<file path="config.mk">
export PLATFORM = sky130hd
export DESIGN_NAME = pflash_cmd_framer
export DESIGN_NICKNAME = d
export VERILOG_FILES = /design/src/rtl/pfcf_pkg.sv /design/src/rtl/pfcf_page_split.sv /design/src/rtl/pfcf_frame_byte.sv /design/src/rtl/pfcf_status_eval.sv /design/src/rtl/pflash_cmd_framer.sv
export SDC_FILE = /design/constraint.sdc
export NUM_CORES = 1
export LEC_CHECK = 0
export ABC_CLOCK_PERIOD_IN_PS = 4950
export BUFFER_PORTS_ARGS = -buffer_cell sky130_fd_sc_hd__buf_4
export CORE_MARGIN = 5
export CORE_UTILIZATION = 45
export DETAILED_ROUTE_END_ITERATION = 16
export GPL_ROUTABILITY_DRIVEN = 0
export PLACE_DENSITY = 0.67
export REMOVE_ABC_BUFFERS = 1
export SYNTH_ARGS = -nofsm -noshare
export SYNTH_HDL_FRONTEND = slang
export SYNTH_SLANG_ARGS = --single-unit
</file>
<file path="constraint.sdc">
create_clock -name clk -period 4.95 [get_ports clk]
set_clock_uncertainty 0.15 [all_clocks]
set_input_delay 0.99 -clock clk [delete_from_list [all_inputs] [get_ports clk]]
set_output_delay 0.99 -clock clk [all_outputs]
set_load 0.02 [all_outputs]
</file>
<file path="src/rtl/pfcf_pkg.sv">
// Shared types and constants for the paged flash command framer.
package pfcf_pkg;

    // Command kinds presented on cmd_kind.
    typedef enum logic [1:0] {
        KIND_ADDR  = 2'd0,
        KIND_BUFWR = 2'd1,
        KIND_POLL  = 2'd2,
        KIND_PROBE = 2'd3
    } pfcf_kind_e;

    // Completion results.
    typedef enum logic {
        RES_OK      = 1'b0,
        RES_TIMEOUT = 1'b1
    } pfcf_res_e;

    // Sequencer states.
    typedef enum logic [2:0] {
        S_IDLE,
        S_DIV,
        S_SEND,
        S_WAIT,
        S_FIN
    } pfcf_state_e;

    localparam logic [7:0] STATUS_OPCODE = 8'hD7;
    localparam int         DEV_W         = 24;

endpackage

</file>
<file path="src/rtl/pfcf_page_split.sv">
// Iterative page/byte address converter.
// Divides a linear address by a runtime page size with one restoring
// division step per clock (ADDR_W cycles). It then forms
// (quotient << offset) + remainder, truncated to DEV_W bits.
// Assumes page_size is nonzero and that start only arrives when idle.
module pfcf_page_split #(
    parameter int ADDR_W = 22,
    parameter int PS_W   = 11,
    parameter int OFF_W  = 4,
    parameter int DEV_W  = 24
) (
    input  logic              clk,
    input  logic              rst_n,
    input  logic              start,
    input  logic [ADDR_W-1:0] lin_addr,
    input  logic [PS_W-1:0]   page_size,
    input  logic [OFF_W-1:0]  page_off,
    output logic              done,
    output logic [DEV_W-1:0]  dev_addr
);
    localparam int CNT_W = $clog2(ADDR_W + 1);

    logic [ADDR_W-1:0] dvd_q;
    logic [PS_W-1:0]   rem_q;
    logic [PS_W-1:0]   div_q;
    logic [OFF_W-1:0]  off_q;
    logic [CNT_W-1:0]  cnt_q;
    logic              run_q;
    logic [PS_W:0]     trial;
    logic              fits;

    // Partial remainder with the next dividend bit brought down.
    always_comb begin
        trial = {rem_q, dvd_q[ADDR_W-1]};
        fits  = (trial >= {1'b0, div_q});
    end

    // One restoring-division step per cycle while running.
    always_ff @(posedge clk) begin
        if (!rst_n) begin
            dvd_q <= '0;
            rem_q <= '0;
            div_q <= '0;
            off_q <= '0;
            cnt_q <= '0;
            run_q <= 1'b0;
            done  <= 1'b0;
        end else begin
            done <= 1'b0;
            if (start) begin
                dvd_q <= lin_addr;
                rem_q <= '0;
                div_q <= page_size;
                off_q <= page_off;
                cnt_q <= CNT_W'(ADDR_W);
                run_q <= 1'b1;
            end else if (run_q) begin
                rem_q <= fits ? PS_W'(trial - {1'b0, div_q}) : PS_W'(trial);
                dvd_q <= {dvd_q[ADDR_W-2:0], fits};
                cnt_q <= cnt_q - 1'b1;
                if (cnt_q == CNT_W'(1)) begin
                    run_q <= 1'b0;
                    done  <= 1'b1;
                end
            end
        end
    end

    // Repack page number and byte index into the device format.
    always_comb begin
        dev_addr = (DEV_W'(dvd_q) << off_q) + DEV_W'(rem_q);
    end

endmodule

</file>
<file path="src/rtl/pfcf_frame_byte.sv">
// Frame byte selector.
// Gives the byte at position idx of the current frame, and whether it is
// the frame's last byte, for each command kind. Purely combinational.
// Assumes MIN_HDR >= 4 so that the address bytes always fit.
module pfcf_frame_byte
    import pfcf_pkg::*;
#(
    parameter int IDX_W   = 3,
    parameter int HDR_W   = 4,
    parameter int MIN_HDR = 4,
    parameter int MAX_HDR = 8
) (
    input  pfcf_kind_e        kind,
    input  logic [7:0]        opcode,
    input  logic [DEV_W-1:0]  dev_addr,
    input  logic [15:0]       buf_off,
    input  logic [15:0]       byte_mask,
    input  logic [HDR_W-1:0]  hdr_len,
    input  logic [IDX_W-1:0]  idx,
    output logic [7:0]        fbyte,
    output logic              flast
);
    int          len;
    logic [15:0] masked_off;

    // Frame length per kind, with the header length clamped.
    always_comb begin
        case (kind)
            KIND_ADDR: begin
                if (int'(hdr_len) < MIN_HDR)      len = MIN_HDR;
                else if (int'(hdr_len) > MAX_HDR) len = MAX_HDR;
                else                              len = int'(hdr_len);
            end
            KIND_BUFWR: len = 4;
            default:    len = 2;
        endcase
        flast = (int'(idx) == len - 1);
    end

    // Byte content per position and kind.
    always_comb begin
        masked_off = buf_off & byte_mask;
        fbyte      = 8'h00;
        case (int'(idx))
            0: fbyte = (kind == KIND_POLL || kind == KIND_PROBE) ? STATUS_OPCODE : opcode;
            1: fbyte = (kind == KIND_ADDR) ? dev_addr[23:16] : 8'h00;
            2: begin
                if (kind == KIND_ADDR)       fbyte = dev_addr[15:8];
                else if (kind == KIND_BUFWR) fbyte = masked_off[15:8];
            end
            3: begin
                if (kind == KIND_ADDR)       fbyte = dev_addr[7:0];
                else if (kind == KIND_BUFWR) fbyte = buf_off[7:0];
            end
            default: fbyte = 8'h00;
        endcase
    end

endmodule

</file>
<file path="src/rtl/pfcf_status_eval.sv">
// Status byte decoder for device detection.
// An all-ones status means that nothing drives the data line.
// Otherwise the density field sits in bits [5:2].
module pfcf_status_eval (
    input  logic [7:0] status,
    output logic       absent,
    output logic [3:0] density
);
    // Detection decode.
    always_comb begin
        absent  = (status == 8'hFF);
        density = absent ? 4'h0 : status[5:2];
    end
endmodule

</file>
<file path="src/rtl/pflash_cmd_framer.sv">
// Paged flash command framer, top level.
// Accepts one command at a time and sequences it as follows:
//   address split (kind 0 only) -> byte send -> response wait -> ... -> done.
// The poll kind loops status frames up to POLL_LIMIT times.
// Assumes the engine returns exactly one rx_valid per accepted byte.
module pflash_cmd_framer
    import pfcf_pkg::*;
#(
    parameter int ADDR_W     = 22,
    parameter int PS_W       = 11,
    parameter int OFF_W      = 4,
    parameter int HDR_W      = 4,
    parameter int MIN_HDR    = 4,
    parameter int MAX_HDR    = 8,
    parameter int POLL_LIMIT = 1000
) (
    input  logic              clk,
    input  logic              rst_n,
    input  logic              cmd_valid,
    input  logic [1:0]        cmd_kind,
    input  logic [7:0]        cmd_opcode,
    input  logic [ADDR_W-1:0] cmd_addr,
    input  logic [HDR_W-1:0]  cmd_hdr_len,
    input  logic [PS_W-1:0]   page_size,
    input  logic [OFF_W-1:0]  page_offset,
    input  logic [15:0]       byte_mask,
    output logic              cmd_reject,
    output logic              busy,
    output logic              tx_valid,
    input  logic              tx_ready,
    output logic [7:0]        tx_byte,
    output logic              tx_last,
    input  logic              rx_valid,
    input  logic [7:0]        rx_byte,
    output logic              done,
    output logic              result,
    output logic [7:0]        status_byte,
    output logic              dev_absent,
    output logic [3:0]        density_code
);
    localparam int IDX_W  = $clog2(MAX_HDR);
    localparam int POLL_W = $clog2(POLL_LIMIT + 1);

    pfcf_state_e       state;
    pfcf_kind_e        kind_in;
    pfcf_kind_e        kind_q;
    logic [7:0]        op_q;
    logic [15:0]       off_q;
    logic [15:0]       mask_q;
    logic [HDR_W-1:0]  hdr_q;
    logic [IDX_W-1:0]  idx;
    logic [POLL_W-1:0] poll_cnt;
    logic [7:0]        status_q;
    pfcf_res_e         result_q;
    logic              div_start;
    logic              div_done;
    logic [DEV_W-1:0]  dev_addr;
    logic [7:0]        fbyte;
    logic              flast;
    logic              is_status;

    // Command decode and handshake outputs.
    always_comb begin
        kind_in    = pfcf_kind_e'(cmd_kind);
        busy       = (state != S_IDLE);
        cmd_reject = cmd_valid && busy;
        div_start  = (state == S_IDLE) && cmd_valid && (kind_in == KIND_ADDR);
        tx_valid   = (state == S_SEND);
        tx_byte    = fbyte;
        tx_last    = flast;
        done       = (state == S_FIN);
        result     = result_q;
        status_byte = status_q;
        is_status  = (kind_q == KIND_POLL) || (kind_q == KIND_PROBE);
    end

    pfcf_page_split #(
        .ADDR_W (ADDR_W),
        .PS_W   (PS_W),
        .OFF_W  (OFF_W),
        .DEV_W  (DEV_W)
    ) u_split (
        .clk       (clk),
        .rst_n     (rst_n),
        .start     (div_start),
        .lin_addr  (cmd_addr),
        .page_size (page_size),
        .page_off  (page_offset),
        .done      (div_done),
        .dev_addr  (dev_addr)
    );

    pfcf_frame_byte #(
        .IDX_W   (IDX_W),
        .HDR_W   (HDR_W),
        .MIN_HDR (MIN_HDR),
        .MAX_HDR (MAX_HDR)
    ) u_frame (
        .kind      (kind_q),
        .opcode    (op_q),
        .dev_addr  (dev_addr),
        .buf_off   (off_q),
        .byte_mask (mask_q),
        .hdr_len   (hdr_q),
        .idx       (idx),
        .fbyte     (fbyte),
        .flast     (flast)
    );

    pfcf_status_eval u_status (
        .status  (status_q),
        .absent  (dev_absent),
        .density (density_code)
    );

    // Command sequencer: accept, split, send, await response, loop or finish.
    always_ff @(posedge clk) begin
        if (!rst_n) begin
            state    <= S_IDLE;
            kind_q   <= KIND_ADDR;
            op_q     <= '0;
            off_q    <= '0;
            mask_q   <= '0;
            hdr_q    <= '0;
            idx      <= '0;
            poll_cnt <= '0;
            status_q <= '0;
            result_q <= RES_OK;
        end else begin
            case (state)
                S_IDLE: begin
                    if (cmd_valid) begin
                        kind_q   <= kind_in;
                        op_q     <= cmd_opcode;
                        off_q    <= 16'(cmd_addr);
                        mask_q   <= byte_mask;
                        hdr_q    <= cmd_hdr_len;
                        idx      <= '0;
                        poll_cnt <= '0;
                        state    <= (kind_in == KIND_ADDR) ? S_DIV : S_SEND;
                    end
                end
                S_DIV: begin
                    if (div_done) state <= S_SEND;
                end
                S_SEND: begin
                    if (tx_ready) state <= S_WAIT;
                end
                S_WAIT: begin
                    if (rx_valid) begin
                        if (is_status && idx == IDX_W'(1)) status_q <= rx_byte;
                        if (!flast) begin
                            idx   <= idx + 1'b1;
                            state <= S_SEND;
                        end else if (kind_q == KIND_POLL && !rx_byte[7]) begin
                            if (poll_cnt == POLL_W'(POLL_LIMIT - 1)) begin
                                result_q <= RES_TIMEOUT;
                                state    <= S_FIN;
                            end else begin
                                poll_cnt <= poll_cnt + 1'b1;
                                idx      <= '0;
                                state    <= S_SEND;
                            end
                        end else begin
                            result_q <= RES_OK;
                            state    <= S_FIN;
                        end
                    end
                end
                default: state <= S_IDLE;
            endcase
        end
    end

endmodule

</file>
==> key figures, run 1 <==
Floorplan
  • IO Count: 107
  • Die height: ~140 microns
  • Initial core utilization: 0.460
  • Chip width: around 140 microns
  • Die footprint: 0.0204 sq mm
  • Row count: 48
  • Core box area: 0.0173 sq mm

STA
  • FMAX: between 0.2 and 0.25 GHz
  • Relative slew margins: 0.403
  • RSZ-0062 raised after global routing: true
  • Fin. Hold Viols: 0
  • Period utilization: 0.972
  • Final setup TNS: 0 ns
  • Count of final max-slew check failures: 0
  • Fin crit period: 4.81 ns
  • Final setup vio count: 0
  • Worst Hold Slack: 0.312 ns
  • Worst slew pin tran: 0.893 ns

Critical path
  • Critical path class: flip-flop to primary output
  • Critical Path Max Stage Delay: between 0.3 and 0.4 ns
  • Critical Path Start Type: flip-flop
  • CP Capture Type: primary output
  • Largest fanout on the critical path: 7
  • Slowest cell on the critical path: fa_1
  • WP data required: 3.81 ns
  • Critical-path cell list: dlymetal6s2s_1, nor2_1, and3_1, ha_4, inv_1, fa_1, nor2b_2, o31ai_1, a311o_1, a21oi_2, and2_4, nand2_1, xor2_1, a211o_1, buf_4
  • Critical Path AT: 3.67 ns

Cells and area
  • Layout cells sized above 1: 0.211
  • Finished Layout Cells: 1,289
  • P&R area growth vs syn: 22.0%
  • Final nets: 1,165
  • FILL cells: about 1,600
  • Commonest non-fill, non-tap cell in the layout: nand2_1
  • Most frequent cells in the layout: nand2_1 (177), buf_4 (125), dfxtp_1 (114), nor2_1 (67), a21boi_0 (60)
  • ANT cells: 0

Clock tree
  • Max Root-Sink Buffers: 2
  • Clk sink count: 118
  • CTS Hold Bufs: 0
  • CTS tree: done
  • Root buf cell: clkbuf_16
  • CTS H-tree lvls: 4
  • CTS buffer count: 17
  • Later-pin clock latency in the skew report: 0.42 ns
  • Reg clk slew, reported paths: approximately 0.060 ns

Synth
  • Yosys reg bits: 118
  • Sequential area share after synthesis: 0.297
  • Post-synth cell types: 72
  • Top_reg_cell synth: dfxtp_1
  • Cells after Synth: roughly 960
  • Mapped Area: 0.00796 sq mm
  • Synth async-reset ratio: 0
  • Mapped Avg Cell Area: 8.25 sq um
  • YS warnings: 0
  • Post-synth EDFFs: 0

Detailed routing
  • Drt initial violations: 564
  • Drt wl/cell: 16.4 microns
  • Drt drc: 0
  • Pre-Repair DR Iteration Count: 6
  • Drt total wl: around 21,000 microns
  • Vias: 7,158
  • DRT antenna net count: 0
  • Via/cell ratio: 5.55

Global routing
  • Largest net degree at the start of global routing: 83
  • First-pass GRT wire length: 34,300 microns
  • GR Overflow Total: 0
  • Vias in the first global route: between 6,000 and 7,000
  • Initial antenna violation count: 0
  • GRT Overall Usage: 0.208

Power and ir drop
  • Overall power: 2.95 mW
  • Static leakage: 4.00 nW
  • VDD IR-drop max: 0.253 mV
  • Pwr Density: just over 300 mW/mm^2

Hold path
  • Hold Path Class: flip-flop to flip-flop

Job
  • Max Cap Violations: 0

Placement
  • Cell total after placement: between 1,000 and 1,500
  • Hpwl dp: 15,200 microns
  • PortBufs: 98

Run status
  • Outcome: completed
==> state kept, by name, summed over array words and instances, names as in the netlist, 2 cells and up <==
register       count
u_split.off_q      4
off_q             16
u_split.rem_q     11
state              3
poll_cnt          10
status_byte        8
mask_q             8
hdr_q              4
u_split.cnt_q      5
op_q               8
u_split.dvd_q     22
idx                3
kind_q             2
u_split.div_q     11
==> where the power goes <==
part	switching (mW)	internal (mW)
Combinational	0.343	0.276
Clock	0.479	0.795
Sequential	0.0577	1.00
==> final timing paths <==
path | endpoint | slack, ns | startpoint | cells past startpoint
max | tx_byte[2] | 0.14 | u_split.off_q[1]$_SDFFE_PN0P_ | 15
min | hdr_q[2]$_SDFFE_PN0P_ | 0.31 | hdr_q[2]$_SDFFE_PN0P_ | 2
min reg2reg | hdr_q[2]$_SDFFE_PN0P_ | 0.31 | hdr_q[2]$_SDFFE_PN0P_ | 2
max reg2reg | poll_cnt[9]$_SDFFE_PN0P_ | 1.29 | kind_q[0]$_SDFFE_PN0P_ | 11
==> layer usage <==
metal,track usage,wire length [microns],up-vias
met4,0.0560,292,0
li1,-,-,3604
met3,0.0556,1300,30
met1,0.280,9720,3317
met5,0,0,-
met2,0.330,9770,207
==> synthesized netlist by cell type (all sizes together), types with 3 or more instances <==
master	count	area (sq um)
a211o	5	43.8
a211oi	14	105
a21boi	60	450
a21o	5	37.5
a21oi	41	209
a221oi	5	56.3
a31oi	9	56.3
and2	12	82.6
and3	6	37.5
buf	13	90.1
clkbuf	49	184
dfxtp	118	2360
ha	32	400
inv	30	113
mux2	10	113
mux2i	61	627
mux4	17	390
nand2	178	668
nand2b	6	37.5
nand3	15	80.1
nand4	15	93.8
nor2	68	255
nor2b	30	188
nor3	11	66.3
nor4	3	18.8
nor4b	4	41.3
o211a	22	220
o211ai	5	37.5
o21a	3	22.5
o21ai	35	175
o22ai	6	37.5
o31ai	5	37.5
or2	4	25.0
or3	3	18.8
xnor2	15	131
xor2	20	175
==> what timing repair did <==
| item | in CTS | in global routing |
|---|---|---|
| pin swaps | 0 | 9 |
| setup endpoints to repair | 8 | 8 |
| buffers inserted | 0 | 11 |
| cloned | 0 | 1 |
| resized for setup | 4 | 30 |
==> cells by family (layout without fill, tap and decap cells) <==
group | after synthesis | after routing | share of synthesized area
AO/OA/AOI/OAI | 231 | 231 | 0.205
flip-flops | 118 | 118 | 0.297
AND/OR/NAND/NOR | 365 | 365 | 0.213
multiplexers | 88 | 88 | 0.142
XOR/XNOR | 35 | 35 | 0.0385
buffers and inverters | 93 | 193 | 0.0491
adder cells (fa/ha/maj) | 34 | 34 | 0.0553
==> per-stage QoR <==
step | util | instance area (sq um) | setup WS (ns)
after global routing | 0.561 | 9710 | -0.0304
after CTS | 0.548 | 9480 | 0.00992
final | 0.561 | 9710 | 0.136
after global placement | 0.513 | 8870 | 0.305
after floorplan | - | 7680 | -2.27
after detailed placement | 0.513 | 8870 | 0.264
==> cell type report <==
| type | count | area, sq um | share of cell area |
|---|---|---|---|
| Tap cell | 225 | 282 | 0.0290 |
| Inverter | 31 | 120 | 0.0124 |
| Timing Repair Buffer | 130 | 1010 | 0.104 |
| Clock buffer | 18 | 429 | 0.0442 |
| Clock inverter | 14 | 179 | 0.0184 |
| Multi-Input combinational cell | 753 | 5310 | 0.547 |
| Sequential cell | 118 | 2370 | 0.244 |
==> worst max-delay path, delay by kind of cell, from the launching register on <==
family,cells,cell delay (ns)
DFF,1,0.37
and+or+nand+nor,5,0.82
adders and majority gates,2,0.55
AOI/OAI and AO/OA,4,0.95
xor gates and xnor gates,1,0.16
buffers and inverters,3,0.41
(Power assumes the default switching activity.)
==> run 2, diff against run 1 <==
CTS_BUF_LIST = sky130_fd_sc_hd__clkbuf_4   (was unset)
==> run 2 against run 1 <==
Against the previous run: die area unchanged; largest power group is now registers; non-clock buffer count increased by 11; routed wire length increased by 1.8%; first-iteration DRC count decreased by 6.7%; sequential power about the same; cell count increased by 0.93%; register-to-register slack about the same; sequential cell count unchanged; critical path depth increased by 2.
==> key figures, run 2 (synthesized netlist as in run 1, its figures left out) <==
Placement
  • Hpwl dp: 15,200 microns (unchanged)
  • PortBufs: 98 (unchanged)
  • Placed Area: 0.00887 sq mm (unchanged)

Clock tree
  • CTS tree: done (unchanged)
  • Later-pin clock latency in the skew report: 0.56 ns (was 0.42 ns)
  • CTS buffer count: 17 (unchanged)
  • CTS Hold Bufs: 0 (unchanged)
  • Root buf cell: clkbuf_4 (was clkbuf_16)
  • Reg clk slew, reported paths: 0.11 ns (was 0.06 ns)
  • Clk sink count: 118 (unchanged)
  • CTS H-tree lvls: 4 (unchanged)
  • Max Root-Sink Buffers: 2 (unchanged)

Power and ir drop
  • VDD IR-drop max: 0.165 mV (was 0.253 mV)
  • Pwr Density: 257 mW/mm^2 (was 304 mW/mm^2)
  • Static leakage: 3.93 nW (was 4.00 nW)

STA
  • Period utilization: 0.994 (was 0.972)
  • RSZ-0062 raised after global routing: true (unchanged)
  • Fin crit period: 4.92 ns (was 4.81 ns)
  • Fin. Hold Viols: 0 (unchanged)
  • Final setup vio count: 0 (unchanged)
  • Worst Hold Slack: 0.319 ns (was 0.312 ns)
  • Worst slew pin tran: 0.837 ns (was 0.893 ns)
  • Relative slew margins: 0.440 (was 0.403)
  • FMAX: 0.203 GHz (was 0.208 GHz)
  • Count of final max-slew check failures: 0 (unchanged)

Hold path
  • Hold Path Class: flip-flop to flip-flop (unchanged)
  • Worst hold path stage count: 2 (unchanged)

Critical path
  • Critical-path cell list: buf_12, mux2i_2, nand2_1, o21ai_2, nor2_1, a21oi_1, nor2_1, ha_1, o211a_1, o31ai_2, a311o_1, a21oi_2, and2_4, nand3_2, xnor2_1, a211o_1, buf_6 (was dlymetal6s2s_1, nor2_1, and3_1, ha_4, inv_1, fa_1, nor2b_2, o31ai_1, a311o_1, a21oi_2, and2_4, nand2_1, xor2_1, a211o_1, buf_4)
  • Critical Path Start Type: flip-flop (unchanged)
  • CP Capture Type: primary output (unchanged)
  • Critical Path AT: 3.78 ns (was 3.67 ns)
  • CP dominant cell by count: nor2_1
  • Register-to-Register Path Depth: 11 (unchanged)
  • Worst path bufs/invs: 2 (was 3)
  • WP data required: 3.81 ns (about the same)
  • Top Family by Delay on Critical Path: compound AO/OA/AOI/OAI gates (unchanged)
  • Critical path class: flip-flop to primary output (unchanged)
  • Critical Path Max Stage Delay: 0.42 ns (was 0.39 ns)
  • Slowest cell on the critical path: dfxtp_4 (was fa_1)
  • Crit path depth: 17 (was 15)
  • Largest fanout on the critical path: 6 (was 7)

Detailed routing
  • Pre-Repair DR Iteration Count: 6 (unchanged)
  • Via/cell ratio: 5.56 (was 5.55)
  • Drt initial violations: 526 (was 564)
  • Drt wl/cell: 16.5 microns (was 16.4 microns)
  • Vias: 7,232 (was 7,158)
  • DRT antenna net count: 0 (unchanged)
  • Drt drc: 0 (unchanged)
  • Drt total wl: 21,500 microns (was 21,100 microns)

Global routing
  • GRT Overall Usage: 0.208 (about the same)
  • Largest net degree at the start of global routing: 83 (unchanged)
  • Vias in the first global route: 6,804 (was 6,817)
  • First-pass GRT wire length: 34,200 microns (was 34,300 microns)
  • Initial antenna violation count: 1 (was 0)
  • GR Overflow Total: 0 (unchanged)

Cells and area
  • Layout cells sized above 1: 0.235 (was 0.211)
  • Final nets: 1,176 (was 1,165)
  • Top flop regs: u_split.dvd_q: 22 flops, off_q: 16 flops (unchanged)
  • P&R area growth vs syn: 20.8% (was 22.0%)
  • Most frequent cells in the layout: nand2_1 (177), buf_4 (132), dfxtp_1 (111), nor2_1 (66), a21boi_0 (60) (was nand2_1 (177), buf_4 (125), dfxtp_1 (114), nor2_1 (67), a21boi_0 (60))
  • Max reg flops: 22 (unchanged)
  • Post-route design area: 0.00961 sq mm (was 0.00971 sq mm)
  • FILL cells: 1,617 (was 1,609)
  • Largest Register: u_split.dvd_q (unchanged)
  • Commonest non-fill, non-tap cell in the layout: nand2_1 (unchanged)

Floorplan
  • Die height: 143 microns (unchanged)
  • IO Count: 107 (unchanged)
  • Die footprint: 0.0204 sq mm (unchanged)
  • Chip width: 143 microns (unchanged)
  • Initial core utilization: 0.460 (unchanged)
  • Row count: 48 (unchanged)
  • Core box area: 0.0173 sq mm (unchanged)

Run status
  • Outcome: completed (unchanged)

Job
  • Max Cap Violations: 0 (unchanged)
-- run 2: per-stage QoR --
stage | setup slack [ns] | power (mW) | setup TNS [ns] | utilization | instances
4_1_cts | -0.00248 | 2.46 | -0.00248 | 0.537 | 1284
2_1_floorplan | -2.27 | 1.47 | -114.77 | - | 902
6_report | 0.0295 | 2.47 | 0 | 0.556 | 1301
5_1_grt | -0.135 | 2.62 | -0.642 | 0.556 | 1301
3_5_place_dp | 0.264 | 1.68 | 0 | 0.513 | 1245
3_3_place_gp | 0.305 | 1.67 | 0 | 0.513 | 1245
-- run 2: layout make-up --
type / count / area (sq um) / area share
clock inverter: 14 / 179 / 0.0186
sequential: 118 / 2380 / 0.247
clock buffer: 18 / 135 / 0.0141
antenna: 1 / 2.50 / 0.000260
timing repair buffer: 141 / 1110 / 0.115
multi-input combinational: 753 / 5410 / 0.563
inverter: 31 / 120 / 0.0125
tap: 225 / 282 / 0.0293
-- run 2: final timing paths --
| check | from | end | slack (ns) |
|---|---|---|---|
| worst max-delay path | u_split.off_q[1]$_SDFFE_PN0P_ | tx_byte[6] | 0.03 |
| worst min register to register | hdr_q[2]$_SDFFE_PN0P_ | hdr_q[2]$_SDFFE_PN0P_ | 0.32 |
| worst max register to register | kind_q[0]$_SDFFE_PN0P_ | poll_cnt[9]$_SDFFE_PN0P_ | 1.29 |
| worst min-delay path | hdr_q[2]$_SDFFE_PN0P_ | hdr_q[2]$_SDFFE_PN0P_ | 0.32 |
-- run 2: tightest hold or removal path: stages, from the launching register on --
cell and delay [ns]:
dfxtp_1 0.32, nand2_1 0.04, a21boi_0 0.06
-- run 2: report_power, final --
group | internal (mW) | total (mW) | switching (mW)
logic | 0.291 | 0.643 | 0.352
registers | 1.00 | 1.06 | 0.0586
clock network | 0.360 | 0.769 | 0.409
-- run 2: repair_timing --
| action | 4_1_cts | 5_1_grt |
|---|---|---|
| setup buffers | 7 | 15 |
| pin swaps | 6 | 14 |
| resized for setup | 17 | 47 |
| endpoints found under the setup margin | 8 | 8 |
| gates cloned | 0 | 1 |
-- run 2: metal layers --
| metal | vias to the layer above | track usage | wire, microns |
|---|---|---|---|
| met2 | 226 | 0.327 | 9870 |
| met1 | 3338 | 0.279 | 9660 |
| met4 | 0 | 0.0650 | 540 |
| met3 | 42 | 0.0556 | 1390 |
| li1 | 3626 | - | - |
| met5 | - | 0 | 0 |
